`config.mk`:
```
export PLATFORM = sky130hd
export DESIGN_NAME = hsync_timing_gen
export DESIGN_NICKNAME = d
export VERILOG_FILES = /design/src/rtl/hts_pkg.sv /design/src/rtl/hts_pin_sync.sv /design/src/rtl/hts_boot.sv /design/src/rtl/hts_line_ctr.sv /design/src/rtl/hts_decode.sv /design/src/rtl/hsync_timing_gen.sv
export SDC_FILE = /design/constraint.sdc
export NUM_CORES = 1
export LEC_CHECK = 0
export CORE_MARGIN = 10
export CORE_UTILIZATION = 45
export CTS_CLUSTER_DIAMETER = 100
export DETAILED_ROUTE_END_ITERATION = 12
export GPL_TIMING_DRIVEN = 0
export PLACE_DENSITY = 0.68
export SYNTH_ARGS = -nofsm -noshare
export SYNTH_HDL_FRONTEND = slang
export SYNTH_SLANG_ARGS = --single-unit
```
`constraint.sdc`:
```
create_clock -name clk -period 7.4 [get_ports clk]
set_input_delay 1.48 -clock clk [delete_from_list [all_inputs] [get_ports clk]]
set_output_delay 1.48 -clock clk [all_outputs]
set_load 0.02 [all_outputs]
```
`src/rtl/hts_pkg.sv`:
```
package hts_pkg;

   // Line controller states
   typedef enum logic [1:0] {
      HTS_BOOT = 2'd0,   // master: waiting out the reset-to-pin latency
      HTS_WAIT = 2'd1,   // slave: waiting for the first host edge
      HTS_RUN  = 2'd2    // a line is in progress
   } hts_state_e;

   // Default latencies, all in pixel clocks
   localparam int HTS_DEF_PIN_LAT      = 18;
   localparam int HTS_DEF_M_STROBE_LAT = 56;
   localparam int HTS_DEF_S_STROBE_LAT = 46;
   localparam int HTS_DEF_FRONT_PORCH  = 16;
   localparam int HTS_DEF_LEN_W        = 16;
   localparam int HTS_DEF_SYNC_STAGES  = 2;

endpackage

```
`src/rtl/hts_pin_sync.sv`:
```
module hts_pin_sync #(
   parameter int STAGES = 2
) (
   input  logic clk,
   input  logic rst_n,
   input  logic pin,
   output logic fall
);

   generate
      if (STAGES < 2) begin : g_bad_stages
         $error("hts_pin_sync: STAGES must be at least 2");
      end
   endgenerate

   // sh[STAGES-1] is the synchronized pin; sh[STAGES] is its previous value
   logic [STAGES:0] sh;

   always_ff @(posedge clk) begin
      if (!rst_n) sh <= '1;
      else        sh <= {sh[STAGES-1:0], pin};
   end

   assign fall = sh[STAGES] & ~sh[STAGES-1];


   fall_single_chk: assert property (@(posedge clk) disable iff (!rst_n)
      fall |=> !fall);

endmodule

```
`src/rtl/hts_boot.sv`:
```
module hts_boot #(
   parameter int PIN_LAT = 18
) (
   input  logic clk,
   input  logic rst_n,
   output logic fire
);

   localparam int CW = $clog2(PIN_LAT + 1);
   localparam logic [CW-1:0] FIRE_AT = CW'(PIN_LAT - 1);
   localparam logic [CW-1:0] SAT_AT  = CW'(PIN_LAT);

   generate
      if (PIN_LAT < 2) begin : g_bad_lat
         $error("hts_boot: PIN_LAT must be at least 2");
      end
   endgenerate

   logic [CW-1:0] cnt;

   always_ff @(posedge clk) begin
      if (!rst_n)            cnt <= '0;
      else if (cnt != SAT_AT) cnt <= cnt + 1'b1;
   end

   assign fire = (cnt == FIRE_AT);


   boot_once_chk: assert property (@(posedge clk) disable iff (!rst_n)
      fire |=> !fire);

endmodule

```
`src/rtl/hts_line_ctr.sv`:
```
module hts_line_ctr
   import hts_pkg::*;
#(
   parameter int LEN_W = 16
) (
   input  logic             clk,
   input  logic             rst_n,
   input  logic             mode_raw,
   input  logic             slave,
   input  logic             boot_fire,
   input  logic             pin_fall,
   input  logic [LEN_W-1:0] line_len,
   output hts_state_e       state,
   output logic [LEN_W-1:0] pos
);

   logic [LEN_W-1:0] last_pos;
   logic             at_end;

   assign last_pos = line_len - LEN_W'(1);
   assign at_end   = (pos >= last_pos);

   always_ff @(posedge clk) begin
      if (!rst_n) begin
         state <= mode_raw ? HTS_WAIT : HTS_BOOT;
         pos   <= '0;
      end else begin
         unique case (state)
            HTS_BOOT: begin
               if (boot_fire) begin
                  state <= HTS_RUN;
                  pos   <= '0;
               end
            end
            HTS_WAIT: begin
               if (pin_fall) begin
                  state <= HTS_RUN;
                  pos   <= '0;
               end
            end
            HTS_RUN: begin
               if (slave && pin_fall) pos <= '0;
               else if (at_end)       pos <= slave ? pos : '0;
               else                   pos <= pos + 1'b1;
            end
            default: begin
               state <= HTS_BOOT;
               pos   <= '0;
            end
         endcase
      end
   end


   slave_restart_chk: assert property (@(posedge clk) disable iff (!rst_n)
      (state == HTS_RUN && slave && pin_fall) |=> (pos == '0));


   slave_hold_chk: assert property (@(posedge clk) disable iff (!rst_n)
      (state == HTS_RUN && slave && !pin_fall && at_end) |=> (pos == $past(pos)));


   master_wrap_chk: assert property (@(posedge clk) disable iff (!rst_n)
      (state == HTS_RUN && !slave && at_end) |=> (pos == '0));

endmodule

```
`src/rtl/hts_decode.sv`:
```
module hts_decode
   import hts_pkg::*;
#(
   parameter int LEN_W         = 16,
   parameter int FRONT_PORCH   = 16,
   parameter int M_STROBE_POS  = 38,
   parameter int S_STROBE_POS  = 45
) (
   input  hts_state_e       state,
   input  logic             slave,
   input  logic [LEN_W-1:0] pos,
   input  logic [LEN_W-1:0] line_len,
   input  logic [LEN_W-1:0] sync_width,
   output logic             line_start,
   output logic             sync_strobe,
   output logic             in_sync,
   output logic             in_active,
   output logic             in_front_porch
);

   localparam logic [LEN_W-1:0] FP_LEN = LEN_W'(FRONT_PORCH);
   localparam logic [LEN_W-1:0] M_POS  = LEN_W'(M_STROBE_POS);
   localparam logic [LEN_W-1:0] S_POS  = LEN_W'(S_STROBE_POS);

   logic             running;
   logic [LEN_W-1:0] fp_begin;
   logic [LEN_W-1:0] strobe_pos;

   assign running    = (state == HTS_RUN);
   assign fp_begin   = line_len - FP_LEN;
   assign strobe_pos = slave ? S_POS : M_POS;

   always_comb begin
      line_start     = running && (pos == '0);
      sync_strobe    = running && (pos == strobe_pos);
      in_sync        = running && (pos < sync_width);
      in_front_porch = running && !in_sync && (pos >= fp_begin);
      in_active      = running && !in_sync && !in_front_porch;
   end

endmodule

```
`src/rtl/hsync_timing_gen.sv`:
```
module hsync_timing_gen
   import hts_pkg::*;
#(
   parameter int LEN_W         = HTS_DEF_LEN_W,
   parameter int SYNC_STAGES   = HTS_DEF_SYNC_STAGES,
   parameter int FRONT_PORCH   = HTS_DEF_FRONT_PORCH,
   parameter int PIN_LAT       = HTS_DEF_PIN_LAT,
   parameter int M_STROBE_LAT  = HTS_DEF_M_STROBE_LAT,
   parameter int S_STROBE_LAT  = HTS_DEF_S_STROBE_LAT
) (
   input  logic             clk,
   input  logic             rst_n,
   input  logic             mode_slave,
   input  logic [LEN_W-1:0] line_len,
   input  logic [LEN_W-1:0] sync_width,
   input  logic             sync_in,
   output logic             sync_out,
   output logic             sync_oe,
   output logic             line_start,
   output logic             sync_strobe,
   output logic             in_sync,
   output logic             in_active,
   output logic             in_front_porch
);

   localparam int M_STROBE_POS = M_STROBE_LAT - PIN_LAT;
   localparam int S_STROBE_POS = S_STROBE_LAT - 1;

   generate
      if (M_STROBE_LAT <= PIN_LAT) begin : g_bad_master
         $error("hsync_timing_gen: master strobe must follow the pin fall");
      end
      if (S_STROBE_LAT < 2) begin : g_bad_slave
         $error("hsync_timing_gen: slave strobe latency too small");
      end
      if (FRONT_PORCH < 1 || FRONT_PORCH >= (1 << LEN_W)) begin : g_bad_fp
         $error("hsync_timing_gen: FRONT_PORCH out of range");
      end
   endgenerate

   logic       mode_q;
   logic       boot_fire;
   logic       pin_fall;
   hts_state_e state;
   logic [LEN_W-1:0] pos;

   // mode captured only while reset is held
   always_ff @(posedge clk) begin
      if (!rst_n) mode_q <= mode_slave;
   end

   hts_pin_sync #(.STAGES(SYNC_STAGES)) u_sync (
      .clk   (clk),
      .rst_n (rst_n),
      .pin   (sync_in),
      .fall  (pin_fall)
   );

   hts_boot #(.PIN_LAT(PIN_LAT)) u_boot (
      .clk   (clk),
      .rst_n (rst_n),
      .fire  (boot_fire)
   );

   hts_line_ctr #(.LEN_W(LEN_W)) u_line (
      .clk       (clk),
      .rst_n     (rst_n),
      .mode_raw  (mode_slave),
      .slave     (mode_q),
      .boot_fire (boot_fire),
      .pin_fall  (pin_fall),
      .line_len  (line_len),
      .state     (state),
      .pos       (pos)
   );

   hts_decode #(
      .LEN_W        (LEN_W),
      .FRONT_PORCH  (FRONT_PORCH),
      .M_STROBE_POS (M_STROBE_POS),
      .S_STROBE_POS (S_STROBE_POS)
   ) u_dec (
      .state          (state),
      .slave          (mode_q),
      .pos            (pos),
      .line_len       (line_len),
      .sync_width     (sync_width),
      .line_start     (line_start),
      .sync_strobe    (sync_strobe),
      .in_sync        (in_sync),
      .in_active      (in_active),
      .in_front_porch (in_front_porch)
   );

   assign sync_oe  = !mode_q;
   assign sync_out = !(sync_oe && in_sync);


   strobe_apart_chk: assert property (@(posedge clk) disable iff (!rst_n)
      $onehot0({line_start, sync_strobe}));


   mode_hold_chk: assert property (@(posedge clk) disable iff (!rst_n)
      $past(rst_n) |-> $stable(sync_oe));


   start_in_sync_chk: assert property (@(posedge clk) disable iff (!rst_n)
      (line_start && sync_width != '0) |-> in_sync);

endmodule

```
; Word level (Yosys, flattened, before mapping)
; Index checks and enable logic that the tools add are counted.
; W data, S select, Z words.
[word_totals]
inputBits = 36
register_bits = 27
output_inout_bits = 7
[op_classes]
order_cmp = 3
n_bitwise = 2
n_reduce_logical = 16
mux = 12
eq_ne = 11
n_addsub = 4
[op_table]
columns = operator, n
row1 = $mux W16, 5
row2 = $pmux W16 S3, 1
row3 = $ge A16 B16 Y1, 2
row4 = $add A16 B1 Y16 const B, 1
row5 = $eq A16 B16 Y1, 1
row6 = $logic_not A16 Y1, 1
row7 = $lt A16 B16 Y1, 1
row8 = $sub A16 B1 Y16 const B, 1
row9 = $sub A16 B5 Y16 const B, 1
row10 = $logic_and A1 B1 Y1, 8
row11 = $mux W2, 3
row12 = $pmux W2 S3, 1
row13 = $reduce_and A3 Y1, 2
row14 = $add A5 B1 Y5 const B, 1
row15 = $eq A5 B5 Y1 const B, 1
row16 = $ne A5 B5 Y1 const B, 1
row17 = $logic_not A1 Y1, 4
row18 = $mux W4, 1
row19 = $ne A2 B2 Y1 const B, 2
row20 = $ne A4 B4 Y1 const B, 1
row21 = $ne A3 B2 Y1 const B, 1
row22 = $ne A3 B3 Y1 const B, 1
row23 = $eq A2 B1 Y1 const B, 1
row24 = $eq A2 B2 Y1 const B, 1
row25 = other kinds (5), 5

; Longest topological paths before layout
[depth]
word_depth = 7
depth_mapped = 16
depth_no_buf = 15

; By module
; A second synthesis with hierarchy kept.
[hier_totals]
cells_unflattened = 359
hier_area_um2 = 2934.1
[by_module_without_submodules]
columns = module, instances, area_per_inst_um2, cells_each, seq_area_each_um2
row1 = hts_line_ctr, 1, 1529.0, 185, 380.4
row2 = hts_decode, 1, 1008.5, 138, 0.0
row3 = hts_boot, 1, 267.8, 25, 100.1
row4 = hts_pin_sync, 1, 85.1, 7, 60.1
row5 = hsync_timing_gen, 1, 43.8, 4, 30.0

; Worst setup path after synthesis
; OpenSTA, ideal clock, no wires.
[synth_timing]
path_kind = in2out
from = input port line_len[4]
to = output port in_active
setup_slack_ns = 1.865
path_stages = 12
t_arrival_ns = 4.055
required_ns = 5.920
cell_sequence = inv_1 ha_1 nand2_1 or3_1 or3_1 xor2_1 ha_1 a2111oi_0 o21ai_1 a31oi_1 o21ai_1 nor3b_1
[synth_via]
elab_chain_cells = 5
[synth_rtl]
columns = item, line_no
row1 = from (decl), hsync_timing_gen.sv:14  ; input logic [LEN_W-1:0] line_len,
row2 = $sub A16 B5 Y16, hts_decode.sv:30  ; assign fp_begin = line_len - FP_LEN;
row3 = $ge A16 B16 Y1, hts_decode.sv:37  ; in_front_porch = running && !in_sync && (pos >= fp_begin);
row4 = $logic_and A1 B1 Y1, hts_decode.sv:37
row5 = $logic_not A1 Y1, hts_decode.sv:38  ; in_active = running && !in_sync && !in_front_porch;
row6 = $logic_and A1 B1 Y1, hts_decode.sv:38
row7 = to (decl), hsync_timing_gen.sv:22  ; output logic in_active,
; No other way between the ends.

; Final worst setup path
; Same ends and word-level chain as after synthesis.

==> flow_metrics.env <==
export IMPL_cts_resized_gates=0
export IMPL_path_max_fanout=4
export IMPL_die_w_um=99.3
export IMPL_ys_flop_type="dfxtp_1"
export IMPL_syn_to_final_growth_pct=19.5
export IMPL_synthAdderAreaFrac_pct=23.9
export IMPL_drt_iter0_drc=64
export IMPL_io_pins=43
export IMPL_final_core_util_pct=56.1
export IMPL_drc=0
export IMPL_cts_sinks=27
export IMPL_drive_gt1_share_pct=4.01
export IMPL_maxSlewHeadroom_pct=59.3
export IMPL_vdd_drop_max_mv=0.134
export IMPL_netlist_cell_type_count=49
export IMPL_max_cap_violations=0
export IMPL_p_leak_nw=1.49
export IMPL_die_h_um=99.3
export IMPL_critPathLaunchType="input pin"
export IMPL_finalHoldViolCount=0
export IMPL_grt_setup_unrepaired="no"
export IMPL_fin_area_um2=3380
export IMPL_antenna_found_initial=0
export IMPL_ant_nets=0
export IMPL_ys_seq_elements=27
export IMPL_cts_max_path_buffers=2
export IMPL_initial_core_util_pct=46.9
export IMPL_yosys_area_top_type="ha_1"
export IMPL_slew_violations=0
export IMPL_synthTopCellsByArea="ha_1, dfxtp_1, xnor2_1, a21oi_1, nor2_1"
export IMPL_synth_edf_count=3
export IMPL_yosys_area_share_simple_pct=25.2
export IMPL_worstHoldPathType="flip-flop to flip-flop"
export IMPL_core_area_um2=6030
export IMPL_final_setup_viol_count=0
export IMPL_worstSkewPairLatency_ps=270
export IMPL_worst_pin_slew_ps=608
export IMPL_worstSetupPathType="input pin to output pin"
export IMPL_cts_buffers=3
export IMPL_endpoint_kind="output pin"
export IMPL_n_antenna_cell=0
export IMPL_arrival_ps=5190
export IMPL_post_cts_buffers=0
export IMPL_root_buffer="clkbuf_8"
export IMPL_synth_compound_area_share_pct=17.5
export IMPL_synth_top_family_by_area="simple AND/OR/NAND/NOR gates"
export IMPL_yosysWarnings=0
export IMPL_hpwl_mm=5.72
export IMPL_pre_cts_ws_ps=707
export IMPL_nets=490
export IMPL_syn_area_per_cell_um2=7.99
export IMPL_finalCritPeriodShare_pct=90.1
export IMPL_routed_via_density=5.50
export IMPL_skew_ps=2.53
export IMPL_grt_max_degree=16
export IMPL_finalPower_w=0.000344
export IMPL_syn_area_um2=2830
export IMPL_async_reset_ff_share_pct=0
export IMPL_clkTransAtPathRegs_ps=90
export IMPL_synth_xor_area_share_pct=8.67
export IMPL_outcome="finished, final reports clean"
export IMPL_synth_mux_area_share_pct=0
export IMPL_synthCells=354
export IMPL_io_buffer_count=41
export IMPL_cts_tree="yes"
export IMPL_wl_per_cell_um=14.5
export IMPL_place_congestion=0.838
export IMPL_cellPowerDensity_nw_per_um2=102
export IMPL_num_rows=28
export IMPL_track_usage_pct=14.0
export IMPL_route_vias_total=2607
export IMPL_grt_pass1_vias=2615
export IMPL_syn_num_nets=444
export IMPL_finalSetupTns_ps=0
export IMPL_post_dp_cell_area_um2=3330
export IMPL_crit_required_ps=5920
export IMPL_synth_seq_area_share_pct=20.2
export IMPL_drt_total_wl_mm=6.88
export IMPL_grt_pass1_wl_mm=12.1
export IMPL_first_pass_iters=4
export IMPL_overflow=0
export IMPL_clock_fmax_mhz=150
export IMPL_fin_crit_ps=6670
export IMPL_yosysTopAreaCellShare_pct=23.9
export IMPL_die_area_um2=9860
export IMPL_cts_hold_buffers=0
export IMPL_layout_setup_ws_ps=731
export IMPL_cts_htree_levels=1
==> synthesized netlist by cell type (2+ instances only) <==
cell type,instances
a31oi_1,2
nand4b_1,2
nand3b_1,5
inv_1,28
nor4_1,4
o21ai_1,17
nand4_1,6
a211oi_1,4
ha_1,54
clkbuf_1,4
o211ai_1,4
xor2_1,8
o21a_1,2
dfxtp_1,24
nand2_1,21
nor2b_1,7
a21oi_1,30
nor2_1,34
nand2b_1,5
xnor2_1,20
nor3_1,6
or3_1,6
or3_4,2
nor3_2,2
and3_1,7
nor3b_1,2
edfxtp_1,3
o21ai_0,7
nand2_2,2
a21o_1,7
and2_1,3
a2111oi_0,2
nand3_1,8
==> registers in the layout (all words and copies together), names as in the netlist <==
| register | cells |
|---|---|
| u_line.state | 2 |
| u_sync.sh | 3 |
| mode_q | 1 |
| u_line.pos | 16 |
| u_boot.cnt | 5 |
==> worst paths after layout <==
check,start,endpoint,slack [ps],depth (start not counted)
worst max-delay path,line_len[4],in_active,730,14
worst min-delay path,u_sync.sh[0],u_sync.sh[1],420,1
worst max register to register,u_line.pos[2],u_line.pos[12],4730,9
worst min register to register,u_sync.sh[0],u_sync.sh[1],420,1
==> logic make-up (layout without fill, tap and decap cells) <==
family,count (synthesis),after routing
XOR/XNOR,28,28
buffers and inverters,34,79
AND/OR/NAND/NOR,129,129
adder cells (fa/ha/maj),54,54
AO/OA/AOI/OAI,82,82
flip-flops,27,27
==> routing by layer <==
metal  global-route usage [%]  part of all wire [%]
met5                        0                     0
met4                     1.43                  0.20
met3                     1.45                   3.3
met2                     25.5                    49
met1                     17.7                    47
==> per-stage QoR <==
step | std cells | hold WS [ps]
final | 474 | 415
after global placement | 470 | 389
after floorplan | 354 | 386
after CTS | 474 | 417
after detailed placement | 470 | 394
after global routing | 474 | 425
==> worst max-delay path, stage by stage <==
cell and delay [ps]:
clkdlybuf4s50_1 490, inv_1 120, ha_1 220, nand2_1 110, or3_1 380, or3_1 400
xor2_1 170, ha_1 210, a2111oi_0 330, o21ai_1 110, a31oi_1 230, o21ai_1 120
nor3b_1 180, clkdlybuf4s50_1 630
==> power breakdown <==
part,internal (W),switching [W]
clock,0.0000377,0.0000462
combinational,0.0000476,0.0000545
sequential,0.000153,0.00000527
==> cell type report <==
type / instances / area (um2)
Buffer: 6 / 25.0
Clock buffer: 3 / 41.3
Clock inverter: 1 / 5.00
Fill cell: 590 / 2650
Inverter: 28 / 105
Multi-Input combinational cell: 293 / 2130
Sequential cell: 27 / 571
Tap cell: 75 / 93.8
Timing Repair Buffer: 41 / 410
==> layout by cell type (no fill, tap or decap), types with 7 or more instances in the layout <==
cell type	instances
xor2_1	8
nand3_1	8
inv_1	28
nand2_1	21
dfxtp_1	24
clkdlybuf4s50_1	41
xnor2_1	20
o21ai_1	17
nor2b_1	7
nor2_1	34
ha_1	54
a21oi_1	30
o21ai_0	7
and3_1	7
a21o_1	7
Note: power is estimated with default switching activity, not from simulation.
